[src/rtl/icap_pkg.sv]
package icap_pkg;

   // Direction of the line transition that triggers a capture.
   typedef enum logic {
      POL_FALL = 1'b0,
      POL_RISE = 1'b1
   } pol_e;

   // Number of clocks from the first edge that samples the pin to the edge
   // that raises the capture flag.
   function automatic int unsigned lat_plain(input int unsigned sync_stages);
      return sync_stages + 1;
   endfunction

   function automatic int unsigned lat_filtered(input int unsigned sync_stages,
                                                input int unsigned depth);
      return sync_stages + depth;
   endfunction

endpackage

[src/rtl/icap_sync.sv]
module icap_sync #(
   parameter int unsigned STAGES = 2
) (
   input  logic clk,
   input  logic rst_n,
   input  logic d,
   output logic q
);

   logic [STAGES-1:0] chain;

   generate
      if (STAGES < 2) begin : g_bad
         $error("icap_sync: STAGES must be at least 2");
      end
   endgenerate

   always_ff @(posedge clk or negedge rst_n) begin
      if (!rst_n) begin
         chain <= '0;
      end else begin
         chain <= {chain[STAGES-2:0], d};
      end
   end

   assign q = chain[STAGES-1];

endmodule

[src/rtl/icap_filter.sv]
module icap_filter #(
   parameter int unsigned DEPTH      = 4,
   parameter bit          HAS_FILTER = 1'b1
) (
   input  logic clk,
   input  logic rst_n,
   input  logic din,
   input  logic filt_en,
   output logic lvl
);

   localparam int unsigned HIST_W = DEPTH - 1;

   generate
      if (DEPTH < 2) begin : g_bad
         $error("icap_filter: DEPTH must be at least 2");
      end

      if (HAS_FILTER) begin : g_filt
         logic [HIST_W-1:0] hist;
         logic [DEPTH-1:0]  win;
         logic              lvl_nx;

         // Window = stored history plus the sample arriving this cycle.
         assign win = {hist, din};

         always_comb begin
            if (!filt_en) begin
               lvl_nx = din;
            end else if (&win) begin
               lvl_nx = 1'b1;
            end else if (~|win) begin
               lvl_nx = 1'b0;
            end else begin
               lvl_nx = lvl;
            end
         end

         always_ff @(posedge clk or negedge rst_n) begin
            if (!rst_n) begin
               hist <= '0;
               lvl  <= 1'b0;
            end else begin
               hist <= win[HIST_W-1:0];
               lvl  <= lvl_nx;
            end
         end
      end else begin : g_plain
         logic unused_en;
         assign unused_en = filt_en;

         always_ff @(posedge clk or negedge rst_n) begin
            if (!rst_n) begin
               lvl <= 1'b0;
            end else begin
               lvl <= din;
            end
         end
      end
   endgenerate

endmodule

[src/rtl/icap_edge.sv]
module icap_edge
   import icap_pkg::*;
(
   input  logic clk,
   input  logic rst_n,
   input  logic lvl,
   input  logic rise_sel,
   input  logic filt_en,
   output logic hit
);

   logic prev;
   pol_e pol_q;
   logic fen_q;
   logic chg_now;
   logic chg_q;
   logic rise_seen;
   logic fall_seen;

   // A control change blanks detection this cycle and the next, so a level
   // jump caused by the change settles into prev before it can be seen.
   assign chg_now = (pol_e'(rise_sel) != pol_q) || (filt_en != fen_q);

   assign rise_seen = lvl & ~prev;
   assign fall_seen = ~lvl & prev;

   always_comb begin
      hit = 1'b0;
      if (!chg_now && !chg_q) begin
         unique case (pol_e'(rise_sel))
            POL_RISE: hit = rise_seen;
            POL_FALL: hit = fall_seen;
            default:  hit = 1'b0;
         endcase
      end
   end

   always_ff @(posedge clk or negedge rst_n) begin
      if (!rst_n) begin
         prev  <= 1'b0;
         pol_q <= POL_FALL;
         fen_q <= 1'b0;
         chg_q <= 1'b0;
      end else begin
         prev  <= lvl;
         pol_q <= pol_e'(rise_sel);
         fen_q <= filt_en;
         chg_q <= chg_now;
      end
   end

endmodule

[src/rtl/icap_capture.sv]
module icap_capture #(
   parameter int unsigned W = 16
) (
   input  logic         clk,
   input  logic         rst_n,
   input  logic         hit,
   input  logic [W-1:0] cnt,
   output logic [W-1:0] cap_val,
   output logic         cap_flag
);

   always_ff @(posedge clk or negedge rst_n) begin
      if (!rst_n) begin
         cap_val  <= '0;
         cap_flag <= 1'b0;
      end else begin
         cap_flag <= hit;
         if (hit) begin
            cap_val <= cnt;
         end
      end
   end

endmodule

[src/rtl/icap_unit.sv]
module icap_unit #(
   parameter int unsigned CNT_W       = 16,
   parameter int unsigned SYNC_STAGES = 2,
   parameter int unsigned FILT_DEPTH  = 4,
   parameter bit          HAS_FILTER  = 1'b1
) (
   input  logic             clk,
   input  logic             rst_n,
   input  logic             pin_in,
   input  logic [CNT_W-1:0] cnt_in,
   input  logic             filt_en,
   input  logic             edge_rise,
   output logic [CNT_W-1:0] cap_val,
   output logic             cap_flag
);

   localparam int unsigned LAT_PLAIN = icap_pkg::lat_plain(SYNC_STAGES);
   localparam int unsigned LAT_FILT  = icap_pkg::lat_filtered(SYNC_STAGES, FILT_DEPTH);

   generate
      if (CNT_W < 1) begin : g_bad_w
         $error("icap_unit: CNT_W must be positive");
      end
      if (LAT_FILT <= LAT_PLAIN) begin : g_bad_lat
         $error("icap_unit: filtered latency must exceed plain latency");
      end
   endgenerate

   logic pin_s;
   logic lvl;
   logic hit;

   icap_sync #(.STAGES(SYNC_STAGES)) u_sync (
      .clk   (clk),
      .rst_n (rst_n),
      .d     (pin_in),
      .q     (pin_s)
   );

   icap_filter #(.DEPTH(FILT_DEPTH), .HAS_FILTER(HAS_FILTER)) u_filt (
      .clk     (clk),
      .rst_n   (rst_n),
      .din     (pin_s),
      .filt_en (filt_en),
      .lvl     (lvl)
   );

   icap_edge u_edge (
      .clk      (clk),
      .rst_n    (rst_n),
      .lvl      (lvl),
      .rise_sel (edge_rise),
      .filt_en  (filt_en),
      .hit      (hit)
   );

   icap_capture #(.W(CNT_W)) u_cap (
      .clk      (clk),
      .rst_n    (rst_n),
      .hit      (hit),
      .cnt      (cnt_in),
      .cap_val  (cap_val),
      .cap_flag (cap_flag)
   );

endmodule

[config.mk]
export PLATFORM = sky130hd
export DESIGN_NAME = icap_unit
export DESIGN_NICKNAME = d
export VERILOG_FILES = /design/src/rtl/icap_pkg.sv /design/src/rtl/icap_sync.sv /design/src/rtl/icap_filter.sv /design/src/rtl/icap_edge.sv /design/src/rtl/icap_capture.sv /design/src/rtl/icap_unit.sv
export SDC_FILE = /design/constraint.sdc
export NUM_CORES = 1
export LEC_CHECK = 0
export BUFFER_PORTS_ARGS = -buffer_cell sky130_fd_sc_hd__buf_2
export CAP_MARGIN = 20
export CORE_MARGIN = 1
export CORE_UTILIZATION = 40
export DETAILED_ROUTE_END_ITERATION = 6
export GPL_ROUTABILITY_DRIVEN = 1
export PLACE_DENSITY = 0.67
export RECOVER_POWER = 100
export SETUP_SLACK_MARGIN = 0.2
export SYNTH_ARGS = -nofsm -noshare
export SYNTH_HDL_FRONTEND = slang
export SYNTH_SLANG_ARGS = --single-unit
[constraint.sdc]
create_clock -name clk -period 2.1 [get_ports clk]
set_clock_uncertainty 0.15 [all_clocks]
set_input_delay 0.42 -clock clk [delete_from_list [all_inputs] [get_ports clk]]
set_output_delay 0.42 -clock clk [all_outputs]
set_load 0.03 [all_outputs]
==> summary.md <==
| Metric | Value |
|---|---|
| Top cell type's share of synthesized area | 66.2% |
| Sequential Power Share | 50.3% |
| Final antenna-violating net count | 0 |
| Worst setup path category | flop to flop |
| Final number of setup-violating endpoints | 0 |
| Detailed-route wire length | around 1600 microns |
| Clock root cell | clkbuf_4 |
| Buffers on Ports | 37 |
| Clock Power Share | between 10% and 20% |
| FF+latch count, synth | 27 |
| Worst Path Arrival | 1.79 ns |
| Syn_nets | 77 |
| Worst VDD drop | slightly below 0.6 mV |
| CP endpoint kind | flop |
| Sw Ratio | 39.0% |
| Pwr dens | approximately 1200 mW/mm^2 |
| # Max-Cap Violations | 0 |
| RSZ-0062 raised after global routing | no |
| Die Y | roughly 53 microns |
| Post-synthesis sequential area ratio | 66.2% |
| Synth area leader | dfrtp_1 |
| Die W | 52.5 microns |
| Critical-path top delay cell | dfrtp_1 |
| Hold endpoint | u_sync.chain[0]$_DFF_PN0_ |
| Top cells by area, synth | dfrtp_1 66%, mux2_4 13%, mux2_2 7.7%, nor4b_4 2.3%, o211ai_4 2.1% |
| Worst-path cell chain | and4bb_4, o211ai_1, buf_12, mux2_1 |
| Max_slew headroom | 57.8% |
| Worst Hold Slack | 0.0593 ns |
| Slack of the worst reg-to-reg path | ~0.36 ns |
| Initial Utilization | 44.0% |
| Wire length per cell | around 12 microns |
| Layout Area Growth over Synthesis | 19.4% |
| Area fraction in compound gates after synthesis | under 10% |
| CP delay by family, top | flip-flops |
| Post-Syn Instances | 56 |
| Critical Path RT | 2.16 ns |
| Core area | 0.00232 sq mm |
| Buffers & Inverters on Critical Path | 1 |
| Synth cell types | 14 |
| Post-Syn Area | 0.00102 sq mm |
| TNS Setup | 0 ns |
| Hold Path Cell Cnt | 1 |
| Startpoint Class | flop |
| First drt pass iteration count | 3 |
| Worst r2r src | u_filt.lvl$_DFFE_PN0P_ |
| Via density | approximately 4.6 |
| Hold Fails Final Rpt | 0 |
| HP Start | pin_in |
| Most frequent cells in the layout | 27 x dfrtp_1, 20 x clkbuf_1, 17 x buf_2 |
| DRT iter0 DRCs | 2 |
| Overall routing resource usage | 13.4% |
| FF-to-FF End | u_cap.cap_val[12]$_DFFE_PN0P_ |
| Area occupied by multi-input gates | about 290 sq um |
| Internal power | between 0.0008 and 0.0009 W |
| Reg2reg path depth | 4 |
| Layout net count | 120 |
| Row count | 17 |
| Final Max Tran Viols | 0 |
| Leakage power total | 0.589 nW |
| Clock transition at path regs | 0.13 ns |
| Largest net degree at the start of global routing | 28 |
| Period utilization | a little over 80% |
| Clock sink total | 27 |
| Psw | 0.000564 W |
| Combinational fraction of design power | a little over a third |
| Clock tree from TritonCTS | built |
| Post-Synth XOR/XNOR Area | 1.72% |
| Worst Tran Pin Value | 0.632 ns |
| Fill cells | 222 |
| Core Util, Final | around 53% |
| CP Max Fanout | 17 |
| Die footprint | 0.00276 sq mm |
| Fmax | 575 MHz |
| First-pass GRT wire length | 2640 microns |
| RePlAce Congestion | 0.663 |
| Delay of the slowest cell on the worst path | approximately 0.47 ns |
| Commonest non-fill, non-tap cell in the layout | dfrtp_1 |
| Largest family of logic cells by synthesized area | multiplexers |
| Grt ovf | 0 |
| TritonCTS Buffers | 3 |
| H-tree depth | 1 |
| Synthesis Warnings | 0 |
| DRC | 0 |
| Worst Hold Class | input port to flop |
| Levels on crit path | 4 |
| Vias in the first global route | 575 |
| Mux contribution to synthesized area | 21.9% |
| Synth Area in Simple Gates | 5.15% |
| Share of cells above drive strength 1 | between 30 and 40% |
| Via count | about 580 |
| FF+latch area | 676 sq um |
| Worst-skew pair later-pin latency | 0.31 ns |
| Adder-cell area share of the yosys netlist | 0% |
| Final min period | between 1.5 and 2 ns |
| Outcome | finished, final reports clean |
| Initial antenna violation count | 0 |
| Antenna Cells | 0 |
| Clk buf depth | 2 |
| Mapped Avg Cell Area | 18.2 sq um |
| Num ports | 38 |
## layer usage
layer	vias to the layer above	GRT usage (%)	routed length, microns
met5	-	0	0
met1	270	17.9	789
met4	0	3.95	0
li1	281	-	-
met2	28	21.3	660
met3	0	3.48	119
## synth_stat cells
master    instances
dfrtp_1          27
mux2_4            9
nand2_1           2
inv_1             1
xnor2_1           2
o211ai_4          1
mux2_2            7
mux2i_1           1
a32o_1            1
nor3_1            1
buf_6             1
and4bb_4          1
o21ai_0           1
nor4b_4           1
## worst max-delay path by stage
| stage | from | end |
|---|---|---|
| 4_1_cts | u_filt.lvl$_DFFE_PN0P_ | u_cap.cap_val[4]$_DFFE_PN0P_ |
| 2_1_floorplan | u_filt.lvl$_DFFE_PN0P_ | u_cap.cap_val[10]$_DFFE_PN0P_ |
| 3_3_place_gp | edge_rise | u_cap.cap_val[15]$_DFFE_PN0P_ |
| 3_5_place_dp | edge_rise | u_cap.cap_val[4]$_DFFE_PN0P_ |
| 6_report | u_filt.lvl$_DFFE_PN0P_ | u_cap.cap_val[12]$_DFFE_PN0P_ |
| 5_1_grt | u_filt.lvl$_DFFE_PN0P_ | u_cap.cap_val[4]$_DFFE_PN0P_ |
## through the flow
step	area, sq um	std cells	setup WS, ns	total power (W)
CTS	1290	126	0.416	0.00155
detailed placement	1250	121	0.317	0.00133
global route	1220	126	0.293	0.00154
floorplan	1020	56	0.415	0.00115
finish	1220	126	0.362	0.00145
global placement	1250	121	0.336	0.00132
## state kept, by name (all words and copies together) (netlist names)
register and flops:
u_cap.cap_flag 1, u_cap.cap_val 16, u_edge.chg_q 1, u_edge.fen_q 1, u_edge.pol_q 1, u_edge.prev 1
u_filt.g_filt.hist 3, u_filt.lvl 1, u_sync.chain 2
## worst register-to-register path: stages (launching register included)
cell	delay, ns
dfrtp_1	0.47
and4bb_4	0.22
o211ai_1	0.27
buf_12	0.20
mux2_1	0.33
## cells by family after synthesis
family,Yosys count
flip-flops,27
buffers and inverters,2
AND/OR/NAND/NOR,5
XOR/XNOR,2
AO/OA/AOI/OAI,3
multiplexers,17
## cell type report
| class | count | area share, % |
|---|---|---|
| timing repair buffer | 39 | 15.7 |
| inverter | 1 | 0.308 |
| sequential | 27 | 55.4 |
| tap | 28 | 2.87 |
| clock buffer | 4 | 2.16 |
| multi-input combinational | 27 | 23.5 |
## power by group through the flow
stage          clock network (W)  registers [W]  logic (W)
2_1_floorplan                  0       0.000983   0.000167
3_3_place_gp                   0       0.000736   0.000589
3_5_place_dp                   0       0.000736   0.000596
4_1_cts                 0.000226       0.000729   0.000596
5_1_grt                 0.000248       0.000751   0.000538
6_report                0.000217       0.000728   0.000502
## what timing repair did
| action | 4_1_cts | 5_1_grt |
|---|---|---|
| endpoints found under the setup margin | 0 | 0 |
| hold buffers | 1 | 0 |
| buffers inserted | 0 | 0 |
| hold endpoints to repair | 27 | 0 |
| resized for setup | 0 | 0 |
(Power assumes the default switching activity.)
